`src/rtl/fchk_pkg.sv`:
```
package fchk_pkg;

  // Phases of one block
  typedef enum logic [2:0] {
    ST_IDLE,
    ST_PKT,
    ST_CRC_LO,
    ST_CRC_HI,
    ST_DRAIN
  } fchk_state_e;

  // Number of trailing check bytes after the packet
  localparam int unsigned TAIL_BYTES = 2;

endpackage

```
`src/rtl/fchk_crc.sv`:
```
// Bit-serial CRC register, unrolled to process one byte per cycle.
module fchk_crc #(
  parameter int unsigned    CW   = 16,
  parameter logic [CW-1:0]  POLY = 16'h8005,
  parameter int unsigned    DW   = 8
) (
  input  logic          clk,
  input  logic          rst_n,
  input  logic          start,   // restart from zero with din
  input  logic          step,    // continue with din
  input  logic [DW-1:0] din,
  output logic [CW-1:0] crc
);

  logic [CW-1:0] crc_q;
  logic [CW-1:0] chain [0:DW];

  assign chain[0] = start ? '0 : crc_q;

  // LSB of the byte enters first
  for (genvar k = 0; k < DW; k++) begin : g_bit
    logic fb;
    assign fb = chain[k][CW-1] ^ din[k];
    assign chain[k+1] = {chain[k][CW-2:0], 1'b0} ^ (fb ? POLY : '0);
  end

  always_ff @(posedge clk) begin
    if (!rst_n)            crc_q <= '0;
    else if (start | step) crc_q <= chain[DW];
  end

  assign crc = crc_q;

endmodule

```
`src/rtl/fchk_seq.sv`:
```
// Block sequencer: length decode, phase tracking, CRC compare, result pulses.
module fchk_seq
  import fchk_pkg::*;
#(
  parameter int unsigned CNT_MIN = 4,
  parameter int unsigned CNT_MAX = 39,
  parameter int unsigned DW      = 8,
  parameter int unsigned CW      = 16
) (
  input  logic          clk,
  input  logic          rst_n,
  input  logic          in_valid,
  input  logic          in_sob,
  input  logic [DW-1:0] in_data,
  input  logic          out_ready,
  input  logic [CW-1:0] crc_val,
  output logic          in_ready,
  output logic          fwd,
  output logic          fwd_last,
  output logic          crc_start,
  output logic          crc_step,
  output logic          done,
  output logic          crc_ok,
  output logic          len_err
);

  localparam int unsigned RW = $clog2(CNT_MAX + 1);
  localparam logic [DW-1:0] MIN_B   = DW'(CNT_MIN);
  localparam logic [DW-1:0] MAX_B   = DW'(CNT_MAX);
  localparam logic [RW-1:0] HDR_SUB = RW'(TAIL_BYTES + 1);
  localparam logic [RW-1:0] DRAIN_N = RW'(CNT_MAX - 1);
  localparam logic [RW-1:0] ONE     = RW'(1);

  fchk_state_e   st_q;
  logic [RW-1:0] rem_q;
  logic [DW-1:0] lo_q;
  logic          done_q, ok_q, lerr_q;
  logic          acc, legal;

  assign in_ready  = (st_q == ST_PKT) ? out_ready : 1'b1;
  assign acc       = in_valid & in_ready;
  assign legal     = (in_data >= MIN_B) && (in_data <= MAX_B);
  assign fwd       = (st_q == ST_PKT);
  assign fwd_last  = (st_q == ST_PKT) && (rem_q == ONE);
  assign crc_start = acc && (st_q == ST_IDLE) && in_sob;
  assign crc_step  = acc && (st_q == ST_PKT);

  always_ff @(posedge clk) begin
    if (!rst_n) begin
      st_q   <= ST_IDLE;
      rem_q  <= '0;
      lo_q   <= '0;
      done_q <= 1'b0;
      ok_q   <= 1'b0;
      lerr_q <= 1'b0;
    end else begin
      done_q <= 1'b0;
      ok_q   <= 1'b0;
      lerr_q <= 1'b0;
      if (acc) begin
        unique case (st_q)
          ST_IDLE: begin
            if (in_sob) begin
              if (legal) begin
                rem_q <= RW'(in_data) - HDR_SUB;
                st_q  <= ST_PKT;
              end else begin
                rem_q <= DRAIN_N;
                st_q  <= ST_DRAIN;
              end
            end
          end
          ST_PKT: begin
            rem_q <= rem_q - ONE;
            if (rem_q == ONE) st_q <= ST_CRC_LO;
          end
          ST_CRC_LO: begin
            lo_q <= in_data;
            st_q <= ST_CRC_HI;
          end
          ST_CRC_HI: begin
            done_q <= 1'b1;
            ok_q   <= (crc_val == {in_data, lo_q});
            st_q   <= ST_IDLE;
          end
          ST_DRAIN: begin
            rem_q <= rem_q - ONE;
            if (rem_q == ONE) begin
              done_q <= 1'b1;
              lerr_q <= 1'b1;
              st_q   <= ST_IDLE;
            end
          end
          default: st_q <= ST_IDLE;
        endcase
      end
    end
  end

  assign done    = done_q;
  assign crc_ok  = ok_q;
  assign len_err = lerr_q;

  // a match is only reported with the completion pulse
  p_ok_needs_done_r6: assert property (@(posedge clk) disable iff (!rst_n)
    crc_ok |-> done);

  // completion lasts one cycle
  p_single_pulse_r6: assert property (@(posedge clk) disable iff (!rst_n)
    done |=> !done);

  // a length error completes the block without a match
  p_lenerr_r7: assert property (@(posedge clk) disable iff (!rst_n)
    len_err |-> (done && !crc_ok));

  // a stalled input leaves the sequencer untouched
  p_stall_r3: assert property (@(posedge clk) disable iff (!rst_n)
    !acc |=> ($stable(st_q) && $stable(rem_q)));

  // the packet phase never runs with an empty byte budget
  p_rem_r2: assert property (@(posedge clk) disable iff (!rst_n)
    (st_q == ST_PKT) |-> (rem_q != '0));

  // a start strobe inside the packet does not leave the packet phase early
  p_sob_ignored_r8: assert property (@(posedge clk) disable iff (!rst_n)
    (acc && in_sob && st_q == ST_PKT && rem_q > ONE) |=> (st_q == ST_PKT));

endmodule

```
`src/rtl/fchk_top.sv`:
```
module fchk_top
  import fchk_pkg::*;
#(
  parameter int unsigned CNT_MIN = 4,
  parameter int unsigned CNT_MAX = 39,
  parameter int unsigned DW      = 8,
  parameter int unsigned CW      = 16,
  parameter logic [15:0] POLY    = 16'h8005
) (
  input  logic          clk,
  input  logic          rst_n,
  input  logic          in_valid,
  output logic          in_ready,
  input  logic          in_sob,
  input  logic [DW-1:0] in_data,
  output logic          out_valid,
  input  logic          out_ready,
  output logic [DW-1:0] out_data,
  output logic          out_last,
  output logic          done,
  output logic          crc_ok,
  output logic          len_err
);

  logic          fwd, fwd_last, crc_start, crc_step;
  logic [CW-1:0] crc_val;

  fchk_seq #(
    .CNT_MIN (CNT_MIN),
    .CNT_MAX (CNT_MAX),
    .DW      (DW),
    .CW      (CW)
  ) seq_i (
    .clk       (clk),
    .rst_n     (rst_n),
    .in_valid  (in_valid),
    .in_sob    (in_sob),
    .in_data   (in_data),
    .out_ready (out_ready),
    .crc_val   (crc_val),
    .in_ready  (in_ready),
    .fwd       (fwd),
    .fwd_last  (fwd_last),
    .crc_start (crc_start),
    .crc_step  (crc_step),
    .done      (done),
    .crc_ok    (crc_ok),
    .len_err   (len_err)
  );

  fchk_crc #(
    .CW   (CW),
    .POLY (CW'(POLY)),
    .DW   (DW)
  ) crc_i (
    .clk   (clk),
    .rst_n (rst_n),
    .start (crc_start),
    .step  (crc_step),
    .din   (in_data),
    .crc   (crc_val)
  );

  // Combinational pass-through of packet bytes
  assign out_valid = fwd & in_valid;
  assign out_data  = in_data;
  assign out_last  = fwd & fwd_last;

  // a byte taken downstream is also taken from the source
  p_passthru_r3: assert property (@(posedge clk) disable iff (!rst_n)
    (out_valid && out_ready) |-> in_ready);

  // the last marker only appears on a forwarded byte
  p_last_valid_r2: assert property (@(posedge clk) disable iff (!rst_n)
    (out_last && in_valid) |-> out_valid);

endmodule

```
`config.mk`:
```
export PLATFORM = sky130hd
export DESIGN_NAME = fchk_top
export DESIGN_NICKNAME = d
export VERILOG_FILES = /design/src/rtl/fchk_pkg.sv /design/src/rtl/fchk_crc.sv /design/src/rtl/fchk_seq.sv /design/src/rtl/fchk_top.sv
export SDC_FILE = /design/constraint.sdc
export NUM_CORES = 1
export LEC_CHECK = 0
export BUFFER_PORTS_ARGS = -buffer_cell sky130_fd_sc_hd__buf_2
export CAP_MARGIN = 15
export CORE_AREA = 2 2 106 108
export CTS_CLUSTER_SIZE = 40
export DETAILED_ROUTE_END_ITERATION = 7
export DIE_AREA = 0 0 108 110
export PLACE_DENSITY = 0.45
export SYNTH_ARGS = -nofsm -noshare
export SYNTH_HDL_FRONTEND = slang
export SYNTH_SLANG_ARGS = --single-unit
```
`constraint.sdc`:
```
create_clock -name clk -period 3.4 [get_ports clk]
set_input_delay 0.17 -clock clk [delete_from_list [all_inputs] [get_ports clk]]
set_output_delay 0.17 -clock clk [all_outputs]
set_load 0.01 [all_outputs]
```
* Word level (Yosys, flattened, before mapping) *
Index checks and enable logic that the tools add are counted.

word-level totals
  RAM bits = 0
  input bits = 13
  output and inout port bits = 14
  register bits = 36
  latch bits = 0
  word-level logic and storage cells = 74
  memories = 0
  bits in read-only memories = 0

cells by class
  shifts and indexed selects = 0
  divide/modulo/power cells = 0
  $mul = 0
  muxes and demuxes = 20
  bitwise operators = 20
  magnitude comparators = 2
  eq/ne operators = 9
  reduce and logical (&&, ||, !) cells = 14
  add/sub/neg operators = 2

operators with widths
  operator                                                                           number
  16-bit two-way mux                                                                 9
  16-bit bitwise XOR                                                                 8
  16-bit equality test                                                               1
  3-bit two-way mux                                                                  4
  6-bit two-way mux                                                                  2
  3-bit case mux with 4 select lines                                                 1
  6-bit case mux with 2 select lines                                                 1
  3-bit AND reduction                                                                3
  8-bit by 3-bit >= comparator with 1-bit output (second input constant)             1
  8-bit by 6-bit less-or-equal comparator with 1-bit output (second input constant)  1
  1-bit bitwise XOR                                                                  8
  3-bit by 2-bit equality test with 1-bit output (second input constant)             2
  6-bit by 1-bit equality test with 1-bit output (second input constant)             1
  6-bit by 1-bit subtractor with 6-bit output (second input constant)                1
  6-bit by 2-bit subtractor with 6-bit output (second input constant)                1
  1-bit logical AND                                                                  5
  2-bit by 1-bit != test with 1-bit output (second input constant)                   2
  2-bit AND reduction                                                                2
  4-bit AND reduction                                                                1
  1-bit bitwise AND                                                                  3
  3-bit by 1-bit equality test with 1-bit output (second input constant)             1
  3-bit equality test (second input constant)                                        1
  3-bit logical NOT                                                                  1
  1-bit two-way mux                                                                  2
  other kinds (5)                                                                    5

* Depth between registers and ports, before layout *
Gate-level depths: netlist of the first run.

  depth after elaboration = 30
  depth in mapped cells = 10
  depth with buffers taken out = 7

* Modules after synthesis *
From an unflattened synthesis of the first run, not the netlist that was laid out.

second synthesis, totals
  cell total of the unflattened synthesis = 277
  area total of the unflattened synthesis = 2351.0 um^2

by module, submodules not included
  module    area each (um^2)  sequential area each (um^2)  cells each  instances
  fchk_seq  1336.3            400.4                        161         1
  fchk_crc  942.2             320.3                        106         1
  fchk_top  72.6              0.0                          10          1

* Worst setup path before layout of the first run *
No wires, ideal clock.

  path type = reg2reg
  from = reg crc_i.crc_q[10], in the netlist crc_i.crc[10]
  to = reg crc_i.crc_q[15], in the netlist crc_i.crc[15]
  data arrival time = 1.734 ns
  library setup time = 0.071 ns
  slack = 1.595 ns
  clock period less this slack = 1.805 ns
  buffers on the path = 1
  required time = 3.329 ns
  cell stages (with the launch flop) = 8
  cell sequence = dfxtp_1 buf_4 xor2_2 xnor3_1 xor2_1 and3_4 or3b_1 a21oi_1

between the ends
  word-level cells in the longest chain between the ends = 15

ends and longest elaborated chain
  what                             RTL line        text
  start: declaration               fchk_crc.sv:15  logic [CW-1:0] crc_q;
  start signal: assignment         fchk_crc.sv:29  else if (start | step) crc_q <= chain[DW];
  16-bit two-way mux               fchk_crc.sv:18  assign chain[0] = start ? '0 : crc_q;
  16-bit bitwise XOR (5 in a row)  fchk_crc.sv:24  assign chain[k+1] = {chain[k][CW-2:0], 1'b0} ^ (fb ? POLY : '0);
  1-bit bitwise XOR                fchk_crc.sv:23  assign fb = chain[k][CW-1] ^ din[k];
  16-bit two-way mux               fchk_crc.sv:24
  16-bit bitwise XOR               fchk_crc.sv:24
  1-bit bitwise XOR                fchk_crc.sv:23
  16-bit two-way mux               fchk_crc.sv:24
  16-bit bitwise XOR               fchk_crc.sv:24
  1-bit bitwise XOR                fchk_crc.sv:23
  16-bit two-way mux               fchk_crc.sv:24
  16-bit bitwise XOR               fchk_crc.sv:24

No other way between the ends.
A chain may end at the register's enable or synchronous reset.

* Final worst setup path of the first run *
  from = reg seq_i.st_q[0]
  to = reg crc_i.crc_q[0], in the netlist crc_i.crc[0]

between the ends
  word-level cells in the longest chain between the ends = 30
  elaborated cells on any way between the ends = 33
  those cells by class = 1 x eq/ne; 10 x mux; 18 x bitwise; 4 x reduce/logical

ends and longest elaborated chain
  what                                            RTL line                        text
  start: declaration                              fchk_seq.sv:34                  fchk_state_e st_q;
  start signal: assignment                        fchk_seq.sv:50                  st_q <= ST_IDLE;
  start signal: assignment                        fchk_seq.sv:66                  st_q <= ST_PKT;
  start signal: assignment                        fchk_seq.sv:69                  st_q <= ST_DRAIN;
  3-bit by 1-bit equality test with 1-bit output  fchk_seq.sv:40, fchk_seq.sv:46
  1-bit two-way mux                               fchk_seq.sv:40                  assign in_ready = (st_q == ST_PKT) ? out_ready : 1'b1;
  1-bit bitwise AND                               fchk_seq.sv:41                  assign acc = in_valid & in_ready;
  1-bit logical AND (2 in a row)                  fchk_seq.sv:45                  assign crc_start = acc && (st_q == ST_IDLE) && in_sob;
  16-bit two-way mux                              fchk_crc.sv:18
  1-bit bitwise XOR                               fchk_crc.sv:23
  16-bit two-way mux                              fchk_crc.sv:24
  16-bit bitwise XOR                              fchk_crc.sv:24
  (+13 left out)                                  --
  16-bit two-way mux                              fchk_crc.sv:24
  16-bit bitwise XOR                              fchk_crc.sv:24
  1-bit bitwise XOR                               fchk_crc.sv:23
  16-bit two-way mux                              fchk_crc.sv:24
  16-bit bitwise XOR                              fchk_crc.sv:24
  1-bit bitwise XOR                               fchk_crc.sv:23
  16-bit two-way mux                              fchk_crc.sv:24
  16-bit bitwise XOR                              fchk_crc.sv:24

Several ways; a longest one is shown, not always the timed one.

==> results of run 1 <==
==> kinds of logic after synthesis <==
| group | count (synthesis) |
|---|---|
| flops | 36 |
| simple gates | 100 |
| mux | 8 |
| fa+ha+maj | 4 |
| xor+xnor | 47 |
| buf+inv | 40 |
| compound gates | 60 |
==> metal layers <==
layer  vias to the layer above  track usage  share of wire
met2                        33        0.184           0.47
met5                         -            0              0
met4                         0       0.0403         0.0080
met3                         2       0.0247          0.034
met1                       934        0.145           0.49
li1                       1009            -              -
==> how the worst min path moves through the flow <==
| stage | end | slack [ns] | cells after the start |
|---|---|---|---|
| 2_1_floorplan | seq_i.lo_q[7]$_SDFFE_PN0P_ | 0.32 | 2 |
| 3_3_place_gp | seq_i.rem_q[4]$_SDFFE_PN0P_ | 0.47 | 2 |
| 3_5_place_dp | seq_i.rem_q[4]$_SDFFE_PN0P_ | 0.47 | 2 |
| 4_1_cts | seq_i.lo_q[7]$_SDFFE_PN0P_ | 0.20 | 3 |
| 5_1_grt | crc_i.crc[7]$_SDFFE_PN0P_ | 0.22 | 2 |
| 6_report | seq_i.lo_q[7]$_SDFFE_PN0P_ | 0.20 | 3 |
==> placed cells by master (no fill, tap or decap), drive strengths merged, types with 6 or more instances in the layout <==
| master | instances |
|---|---|
| nor2 | 39 |
| xnor2 | 38 |
| dfxtp | 36 |
| buf | 29 |
| a21oi | 20 |
| nand2 | 18 |
| o21ai | 8 |
| mux2i | 8 |
| nor3 | 8 |
| inv | 7 |
| xor2 | 7 |
| a22oi | 6 |
==> power by group through the flow <==
stage | clock [mW] | combinational (mW) | sequential (mW)
2_1_floorplan | 0 | 0.256 | 0.472
3_3_place_gp | 0 | 0.284 | 0.493
3_5_place_dp | 0 | 0.287 | 0.491
4_1_cts | 0.402 | 0.289 | 0.482
5_1_grt | 0.418 | 0.324 | 0.487
6_report | 0.388 | 0.287 | 0.482
==> area by class of cell <==
cell class / instances / area, µm² / share of cell area
Multi-Input combinational cell: 219 / 1490 / 0.557
Sequential cell: 36 / 721 / 0.269
Tap cell: 140 / 175 / 0.0653
Timing Repair Buffer: 29 / 153 / 0.0569
Clock buffer: 5 / 68.8 / 0.0256
Clock inverter: 3 / 42.5 / 0.0159
Inverter: 8 / 30.0 / 0.0112
==> worst register-to-register path, stage by stage (launching register included) <==
cell and delay, ns:
dfxtp_1 0.41, nor3b_1 0.37, and2_1 0.63, nor2_2 0.28, or3_1 0.43, a21oi_1 0.14
==> stage by stage <==
stage	std cells	area, µm²	power (mW)	utilization
2_1_floorplan	295	2430	0.728	-
3_3_place_gp	432	2570	0.777	0.240
3_5_place_dp	432	2570	0.779	0.240
4_1_cts	440	2680	1.17	0.251
5_1_grt	440	2680	1.23	0.251
6_report	440	2680	1.16	0.251
==> flip-flops by register name, indices dropped and copies added (netlist names) <==
| name | count |
|---|---|
| crc_i.crc | 16 |
| seq_i.crc_ok | 1 |
| seq_i.done | 1 |
| seq_i.len_err | 1 |
| seq_i.lo_q | 8 |
| seq_i.rem_q | 6 |
| seq_i.st_q | 3 |
==> summary.md, run 1 <==
| Metric | Value |
|---|---|
| Status | `finished, final reports clean` |
| Initial Util | `0.228` |
| PortBufs | `26` |
| Synth Cell Area | `0.00243 mm²` |
| CP Launch Point | `seq_i.st_q[0]$_SDFFE_PN0P_` |
| CTS tree | `yes` |
| Dominant synthesized flop cell | `dfxtp_1` |
| Req. time, crit path | `3.62 ns` |
| Clock share of power | `0.335` |
| Post-synthesis adder-cell area fraction | `0.0206` |
| Total Routing Usage GR | `0.112` |
| Unrepaired setup endpoints after global routing | `no` |
| Chip width | `108 µm` |
| Final Cycle Share | `0.679` |
| RR Endpoint | `crc_i.crc[0]$_SDFFE_PN0P_` |
| HP Start | `in_data[7]` |
| Synth Area in Simple Gates | `0.202` |
| Post-CTS Hold Buffers | `0` |
| R2R depth | `5` |
| Net Sw Power | `360 µW` |
| Clock transition at path regs | `0.08 ns` |
| Detailed placer's ending HPWL | `4500 µm` |
| Clock skew | `0.00773 ns` |
| Crit path cell chain | `nor3b_1 -> and2_1 -> nor2_2 -> or3_1 -> a21oi_1` |
| CORE AREA | `0.0107 mm²` |
| Via count | `1978` |
| Max stage delay on crit path | `0.63 ns` |
| Largest net degree at the start of global routing | `29` |
| Hold Vio Cnt, Final | `0` |
| Reg-to-reg startpoint | `seq_i.st_q[0]$_SDFFE_PN0P_` |
| Number of synthesized register bits | `36` |
| FILL cells | `1171` |
| Cell with the most instances after synthesis | `nor2_1` |
| WS Path Type | `reg -> reg` |
| GRT overflow | `0` |
| Comb pwr share | `0.248` |
| Number of global-route vias before repair | `1995` |
| Largest family of logic cells by synthesized area | `simple AND/OR/NAND/NOR gates` |
| Mux cell area share after synthesis | `0.0329` |
| Max-slew violations | `0` |
| Max-slew headroom | `0.290` |
| Die ar. | `0.0119 mm²` |
| Clk sinks | `36` |
| DR DRC count | `0` |
| Sequential share of power | `0.417` |
| MaxCap Viol Count | `0` |
| Max Clk Rate | `0.433 GHz` |
| First-pass GRT wire length | `10300 µm` |
| Diode count | `0` |
| Fin nets | `316` |
| P_int | `798 µW` |
| Initial antenna violation count | `0` |
| CP max stage cell | `and2_1` |
| Setup WS post-layout | `1.09 ns` |
| Final wirelength | `6250 µm` |
| Synth Area in Compound Gates | `0.160` |
| Asr flop ratio synth | `0` |
| Max Root-Sink Buffers | `2` |
| Pre-CTS setup slack | `1.11 ns` |
| Register-to-register setup slack | `1.09 ns` |
| Via/cell ratio | `4.50` |
| Die height | `110 µm` |
| Xor/xnor share of the synthesized area | `0.198` |
| Worst-Skew Late Latency | `0.29 ns` |
| CTS Root Cell | `clkbuf_8` |
| Mean post-synth cell area | `8.25 µm²` |
| Max rail drop VDD | `246 µV` |
| Mapped Cells | `295` |
| # IOs | `27` |
| Rows | `38` |
| Pre-Repair DR Iteration Count | `4` |
| Yosys top cell by area | `dfxtp_1` |
| Routed Antenna Nets | `0` |
| Area share of the largest cell type after synthesis | `0.296` |
| Routability Congestion | `0.741` |
| P_leak | `0.952 nW` |
| Setup Viol. Count Final | `0` |
| Hold Slack | `0.201 ns` |
| Pwr dens | `431 mW/mm²` |
| Post-CTS setup buffers | `0` |
| Synth warn | `0` |
| Least-Margin Pin Slew | `1.06 ns` |
| H-tree depth | `2` |
| Hold WC Path Type | `in -> reg` |
| Crit path time final | `2.31 ns` |
| DR iter-0 viols | `86` |
| CTS resizes | `0` |
| Layout area overhead | `10.2%` |
| Worst path depth | `5` |
| Post-synthesis net count | `312` |
| CP max FO | `18` |
| Crit path capture | `crc_i.crc[0]$_SDFFE_PN0P_` |
| Commonest cells post-synth | `nor2_1 (38), dfxtp_1 (36), xnor2_1 (35), a21oi_1 (20), nand2_1 (18)` |
| Switching share of power | `0.311` |
| DR WL/cell | `14.2 µm` |
| Post-synth EDFFs | `0` |
| Top cell family by delay on the critical path | `simple AND/OR/NAND/NOR gates` |
| Crit path DAT | `2.53 ns` |
| Buf+Inv Stages, Crit Path | `0` |
| Register area share after synthesis | `0.296` |
| Worst setup SP type | `flip-flop` |
| Num CTS Buffers | `5` |
| Setup crit end kind | `flip-flop` |
| Layout cells sized above 1 | `0.150` |
| Synth top area cells | `dfxtp_1 (30%), xnor2_1 (13%), nor2_1 (5.9%), a21oi_1 (4.1%), buf_4 (3.7%)` |
| Unique masters post-synth | `56` |
| Fin Setup TNS | `0 ns` |
Power figures use the tool's default switching activity.
==> inputs of run 2 (changes only) <==
==> constraint.sdc (replaced) <==
create_clock -name clk -period 2.4 [get_ports clk]
set_input_delay 0.12 -clock clk [delete_from_list [all_inputs] [get_ports clk]]
set_output_delay 0.12 -clock clk [all_outputs]
set_load 0.01 [all_outputs]
==> summary.md, run 2 (synthesis gave the netlist of run 1 again) <==
| Metric | Value |
|---|---|
| Max rail drop VDD | `239 µV` |
| Max reg flops | `16` |
| DR iter-0 viols | `137` |
| Initial antenna violation count | `0` |
| Cell Count, Final, Fillers Out | `444` |
| CP max FO | `6` |
| Reg-to-reg startpoint | `crc_i.crc[15]$_SDFFE_PN0P_` |
| Clock transition at path regs | `0.07 ns` |
| WS Path Type | `reg -> reg` |
| Req. time, crit path | `2.62 ns` |
| Post-CTS Hold Buffers | `0` |
| Top cell family by delay on the critical path | `XOR/XNOR gates` |
| GR Layer Usage met1 | `0.146` |
| P_leak | `0.973 nW` |
| H-tree depth | `2` |
| First-pass GRT wire length | `10300 µm` |
| Rows | `38` |
| Crit path cell chain | `xor2_2 -> xnor3_1 -> xor2_1 -> and3_4 -> or3b_1 -> a21oi_1` |
| CTS resizes | `0` |
| Total Routing Usage GR | `0.111` |
| Hold WC Path Type | `in -> reg` |
| Layout area overhead | `11.3%` |
| CP max stage cell | `dfxtp_1` |
| Most frequent cells in the layout | `nor2_1 (38), dfxtp_1 (36), xnor2_1 (35), buf_2 (26), a21oi_1 (20)` |
| CORE AREA | `0.0107 mm²` |
| Num CTS Buffers | `5` |
| Worst setup SP type | `flip-flop` |
| Hold Vio Cnt, Final | `0` |
| Diode count | `0` |
| Fin nets | `320` |
| Max Root-Sink Buffers | `2` |
| Routability Congestion | `0.783` |
| Clock skew | `0.00376 ns` |
| GR Util met3 | `0.0223` |
| Buf+Inv Stages, Crit Path | `0` |
| Grt met2 use | `0.184` |
| MaxCap Viol Count | `0` |
| DR WL/cell | `14.1 µm` |
| DR DRC count | `0` |
| Crit path DAT | `2.24 ns` |
| Die ar. | `0.0119 mm²` |
| Post-CTS setup buffers | `0` |
| Setup WS post-layout | `0.383 ns` |
| Chip width | `108 µm` |
| Commonest non-fill, non-tap cell in the layout | `nor2_1` |
| Largest net degree at the start of global routing | `28` |
| Via/cell ratio | `4.50` |
| Number of global-route vias before repair | `1942` |
| Setup crit end kind | `flip-flop` |
| Max-slew headroom | `0.574` |
| Final wirelength | `6250 µm` |
| Least-Margin Pin Slew | `0.638 ns` |
| Max stage delay on crit path | `0.52 ns` |
| Via count | `1999` |
| Fin Setup TNS | `0 ns` |
| Final total power | `1.63 mW` |
| Layout cells sized above 1 | `0.158` |
| Max-slew violations | `0` |
| Pre-Repair DR Iteration Count | `4` |
| Detailed placer's ending HPWL | `4570 µm` |
| CTS Root Cell | `clkbuf_8` |
| Register-to-register setup slack | `0.38 ns` |
| CP Launch Point | `crc_i.crc[15]$_SDFFE_PN0P_` |
| GR peak layer | `met2` |
| Unrepaired setup endpoints after global routing | `no` |
| Setup Viol. Count Final | `0` |
| # IOs | `27` |
| GRT overflow | `0` |
| Initial Util | `0.228` |
| Max Clk Rate | `0.496 GHz` |
| HP Start | `in_data[7]` |
| Status | `finished, final reports clean` |
| Pre-CTS setup slack | `0.397 ns` |
| Die height | `110 µm` |
| Crit path time final | `2.02 ns` |
| Post-Place Cells | `436` |
| Final Cycle Share | `0.840` |
| PortBufs | `26` |
| Clk sinks | `36` |
| Routed Antenna Nets | `0` |
| CTS tree | `yes` |
| Worst-Skew Late Latency | `0.29 ns` |
| Pwr dens | `602 mW/mm²` |
==> run 2: cell types whose count changed in the layout (fill, tap and decap cells not counted), sizes merged <==
cell      before  now
clkinvlp       1    0
buf           29   33
clkbuf         5    6
==> run 2: per-stage QoR <==
stage / utilization / hold WS, ns / cell area [µm²]
floorplan: - / 0.267 / 2430
global placement: 0.243 / 0.466 / 2600
detailed placement: 0.243 / 0.474 / 2600
CTS: 0.253 / 0.164 / 2710
global route: 0.253 / 0.176 / 2710
finish: 0.253 / 0.166 / 2710
==> run 2: final timing paths <==
path / end / cells after the start
worst max register to register: crc_i.crc[15]$_SDFFE_PN0P_ / 6
worst min register to register: crc_i.crc[6]$_SDFFE_PN0P_ / 2
worst max-delay path: crc_i.crc[15]$_SDFFE_PN0P_ / 6
worst min-delay path: seq_i.lo_q[7]$_SDFFE_PN0P_ / 3
==> run 2: per-layer routing <==
layer,vias to the layer above,routed length [µm]
met2,26,2890
li1,1016,-
met5,-,0
met1,955,3090
met3,2,239
met4,0,38
==> run 2: power by group <==
group          total [mW]  internal [mW]  switching [mW]
registers           0.685          0.631          0.0535
clock network       0.535          0.309           0.226
logic               0.412          0.195           0.217
total                1.63           1.13           0.497
==> run 2: layout make-up <==
class,instances,area (µm²)
Clock buffer,6,72.6
Clock inverter,2,35.0
Fill cell,1188,7990
Inverter,8,30.0
Multi-Input combinational cell,219,1490
Sequential cell,36,721
Tap cell,140,175
Timing Repair Buffer,33,183
==> run 2: tightest hold or removal path, delay by kind of cell <==
family | cells | cell delay [ns]
simple gates | 1 | 0.07
mux | 1 | 0.08
buf+inv | 1 | 0.14
==> inputs of run 3 (changes only) <==
--- a/config.mk
+++ b/config.mk
@@ -5,12 +5,13 @@
 export SDC_FILE = /design/constraint.sdc
 export NUM_CORES = 1
 export LEC_CHECK = 0
+export ABC_AREA = 1
 export BUFFER_PORTS_ARGS = -buffer_cell sky130_fd_sc_hd__buf_2
 export CAP_MARGIN = 15
-export CORE_AREA = 2 2 106 108
+export CORE_AREA = 2 2 104 106
 export CTS_CLUSTER_SIZE = 40
 export DETAILED_ROUTE_END_ITERATION = 7
-export DIE_AREA = 0 0 108 110
+export DIE_AREA = 0 0 106 108
 export PLACE_DENSITY = 0.45
 export SYNTH_ARGS = -nofsm -noshare
 export SYNTH_HDL_FRONTEND = slang
==> constraint.sdc (replaced) <==
create_clock -name clk -period 2.1 [get_ports clk]
set_input_delay 0.105 -clock clk [delete_from_list [all_inputs] [get_ports clk]]
set_output_delay 0.105 -clock clk [all_outputs]
set_load 0.01 [all_outputs]
==> summary.md, run 3 <==
| Metric | Value |
|---|---|
| MaxCap Viol Count | `0` |
| Commonest cells post-synth | `nand2_1 (63), inv_1 (40), dfxtp_1 (36), nor2_1 (36), a21oi_1 (31)` |
| Via/cell ratio | `4.43` |
| P_leak | `1.36 nW` |
| GRT overflow | `0` |
| Cell with the most instances after synthesis | `nand2_1` |
| Via count | `2264` |
| Max Root-Sink Buffers | `2` |
| Pre-Repair DR Iteration Count | `4` |
| Mapped Cells | `335` |
| CORE AREA | `0.0102 mm²` |
| Final core occ | `0.287` |
| Max-slew headroom | `0.697` |
| Pre-CTS setup slack | `0.0648 ns` |
| Post-synthesis net count | `352` |
| Die ar. | `0.0114 mm²` |
| Crit path cell chain | `inv_2 -> nand4_4 -> inv_4 -> nand2_8 -> nand3_2 -> nand2_2 -> nor2_1 -> nor2_4 -> nand2_2 -> nand2_2 -> nand2_2 -> nand2_2 -> nand2_2 -> nand2_2 -> nand2_2 -> nand3_2 -> nand2_1 -> a21oi_2` |
| Area share of the largest cell type after synthesis | `0.312` |
| Max Clk Rate | `0.504 GHz` |
| Setup crit end kind | `flip-flop` |
| Most frequent CP cell | `nand2_2` |
| Detailed placer's ending HPWL | `5080 µm` |
| Worst setup SP type | `flip-flop` |
| DR WL/cell | `13.1 µm` |
| Clock skew | `0.00706 ns` |
| Routability Congestion | `0.886` |
| Max reg flops | `16` |
| Yosys top cell by area | `dfxtp_1` |
| Least-Margin Pin Slew | `0.450 ns` |
| Post-CTS Hold Buffers | `0` |
| Post-Place Cells | `496` |
| Initial Util | `0.226` |
| Final Cycle Share | `0.944` |
| Hold Vio Cnt, Final | `0` |
| Unrepaired setup endpoints after global routing | `yes` |
| Synth Cell Area | `0.00231 mm²` |
| Largest net degree at the start of global routing | `17` |
| H-tree depth | `2` |
| Unique masters post-synth | `36` |
| DR iter-0 viols | `81` |
| Pwr dens | `1040 mW/mm²` |
| Number of synthesized register bits | `36` |
| Num CTS Buffers | `5` |
| Final Instance Area | `0.00294 mm²` |
| Setup Viol. Count Final | `0` |
| Max stage delay on crit path | `0.33 ns` |
| # IOs | `27` |
| Initial antenna violation count | `0` |
| PortBufs | `26` |
| Synth warn | `0` |
| Req. time, crit path | `2.27 ns` |
| Register-to-register setup slack | `0.12 ns` |
| Post-synthesis adder-cell area fraction | `0.0217` |
| Cell Count, Final, Fillers Out | `511` |
| Xor/xnor share of the synthesized area | `0.102` |
| Hold WC Path Type | `in -> reg` |
| Total Routing Usage GR | `0.121` |
| First-pass GRT wire length | `10900 µm` |
| CTS tree | `yes` |
| Asr flop ratio synth | `0` |
| Clk sinks | `36` |
| Synth Area in Compound Gates | `0.162` |
| CP max stage cell | `dfxtp_2` |
| Dominant synthesized flop cell | `dfxtp_1` |
| Setup WS post-layout | `0.118 ns` |
| Buf+Inv Stages, Crit Path | `2` |
| FILL cells | `1107` |
| Commonest non-fill, non-tap cell in the layout | `nand2_1` |
| Layout cells sized above 1 | `0.283` |
| Post-synth EDFFs | `0` |
| Placed cell area | `0.00264 mm²` |
| Max rail drop VDD | `324 µV` |
| DR DRC count | `0` |
| Fin nets | `391` |
| Chip width | `106 µm` |
| CTS Root Cell | `clkbuf_8` |
| Worst-Skew Late Latency | `0.29 ns` |
| Register area share after synthesis | `0.312` |
| Routed Antenna Nets | `0` |
| Diode count | `0` |
| Clock transition at path regs | `0.08 ns` |
| Crit path DAT | `2.15 ns` |
| CP max FO | `7` |
| Layout area overhead | `27.2%` |
| Die height | `108 µm` |
| Max-slew violations | `0` |
| Mux cell area share after synthesis | `0` |
| Final wirelength | `6700 µm` |
| Mean post-synth cell area | `6.89 µm²` |
| WS Path Type | `reg -> reg` |
| Final total power | `3.07 mW` |
| Most frequent cells in the layout | `nand2_1 (50), inv_1 (36), nor2_1 (35), dfxtp_1 (33), a21oi_1 (31)` |
| Status | `finished, final reports clean` |
| Synth top area cells | `dfxtp_1 (31%), nand2_1 (10%), xor2_1 (8.0%), a21oi_1 (6.7%), inv_1 (6.5%)` |
| Rows | `37` |
| Crit path time final | `1.98 ns` |
| Top cell family by delay on the critical path | `simple AND/OR/NAND/NOR gates` |
| Largest family of logic cells by synthesized area | `simple AND/OR/NAND/NOR gates` |
| Number of global-route vias before repair | `2207` |
| Synth Area in Simple Gates | `0.274` |
==> run 3: worst reg2reg max path, delay by kind of cell (launching register included) <==
kind / cells / cell delay [ns]
AND/OR/NAND/NOR: 15 / 1.28
flip-flops: 1 / 0.33
buffers and inverters: 2 / 0.21
AO/OA/AOI/OAI: 1 / 0.05
==> run 3: where the power goes <==
part	total [mW]	leakage, nW	internal, mW	switching (mW)
Sequential	0.967	0.295	0.837	0.130
Clock	0.616	0.0552	0.353	0.263
Combinational	1.48	1.01	0.592	0.890
==> run 3: layout make-up <==
type,instances,area (µm²),area share
repair buffers,48,320,0.109
clock inverters,2,35.0,0.0119
clock buffers,6,72.6,0.0247
multi-input cells,236,1430,0.487
well taps,136,170,0.0579
inverters,47,186,0.0634
flip-flops and latches,36,724,0.246
==> run 3: kinds of logic after synthesis <==
logic type | count (synthesis)
AO/OA/AOI/OAI | 66
adder cells (fa/ha/maj) | 4
XOR/XNOR | 26
AND/OR/NAND/NOR | 139
flip-flops | 36
buffers and inverters | 64
==> run 3: metal layers <==
metal,global-route usage,vias up,share of wire
li1,-,1154,-
met1,0.156,1066,0.47
met2,0.210,40,0.48
met3,0.0271,4,0.041
met4,0.0226,0,0.0060
met5,0,-,0
==> run 3: path summary, 6_finish.rpt <==
kind,start,to,depth (start not counted)
setup / recovery,seq_i.st_q[0]$_SDFFE_PN0P_,crc_i.crc[15]$_SDFFE_PN0P_,18
hold / removal,rst_n,crc_i.crc[9]$_SDFFE_PN0P_,3
setup reg to reg,seq_i.st_q[0]$_SDFFE_PN0P_,crc_i.crc[15]$_SDFFE_PN0P_,18
hold reg to reg,crc_i.crc[3]$_SDFFE_PN0P_,crc_i.crc[11]$_SDFFE_PN0P_,2
==> run 3: repair_timing <==
item | 4_1_cts | 5_1_grt
setup endpoints to repair | 0 | 12
buffers inserted | 0 | 6
gates resized for setup | 0 | 41
==> run 3: stage by stage <==
step,setup TNS (ns),hold WS [ns]
final,0,0.189
after global routing,-0.189,0.212
after CTS,0,0.193
after detailed placement,0,0.474
after global placement,0,0.472
after floorplan,0,0.243
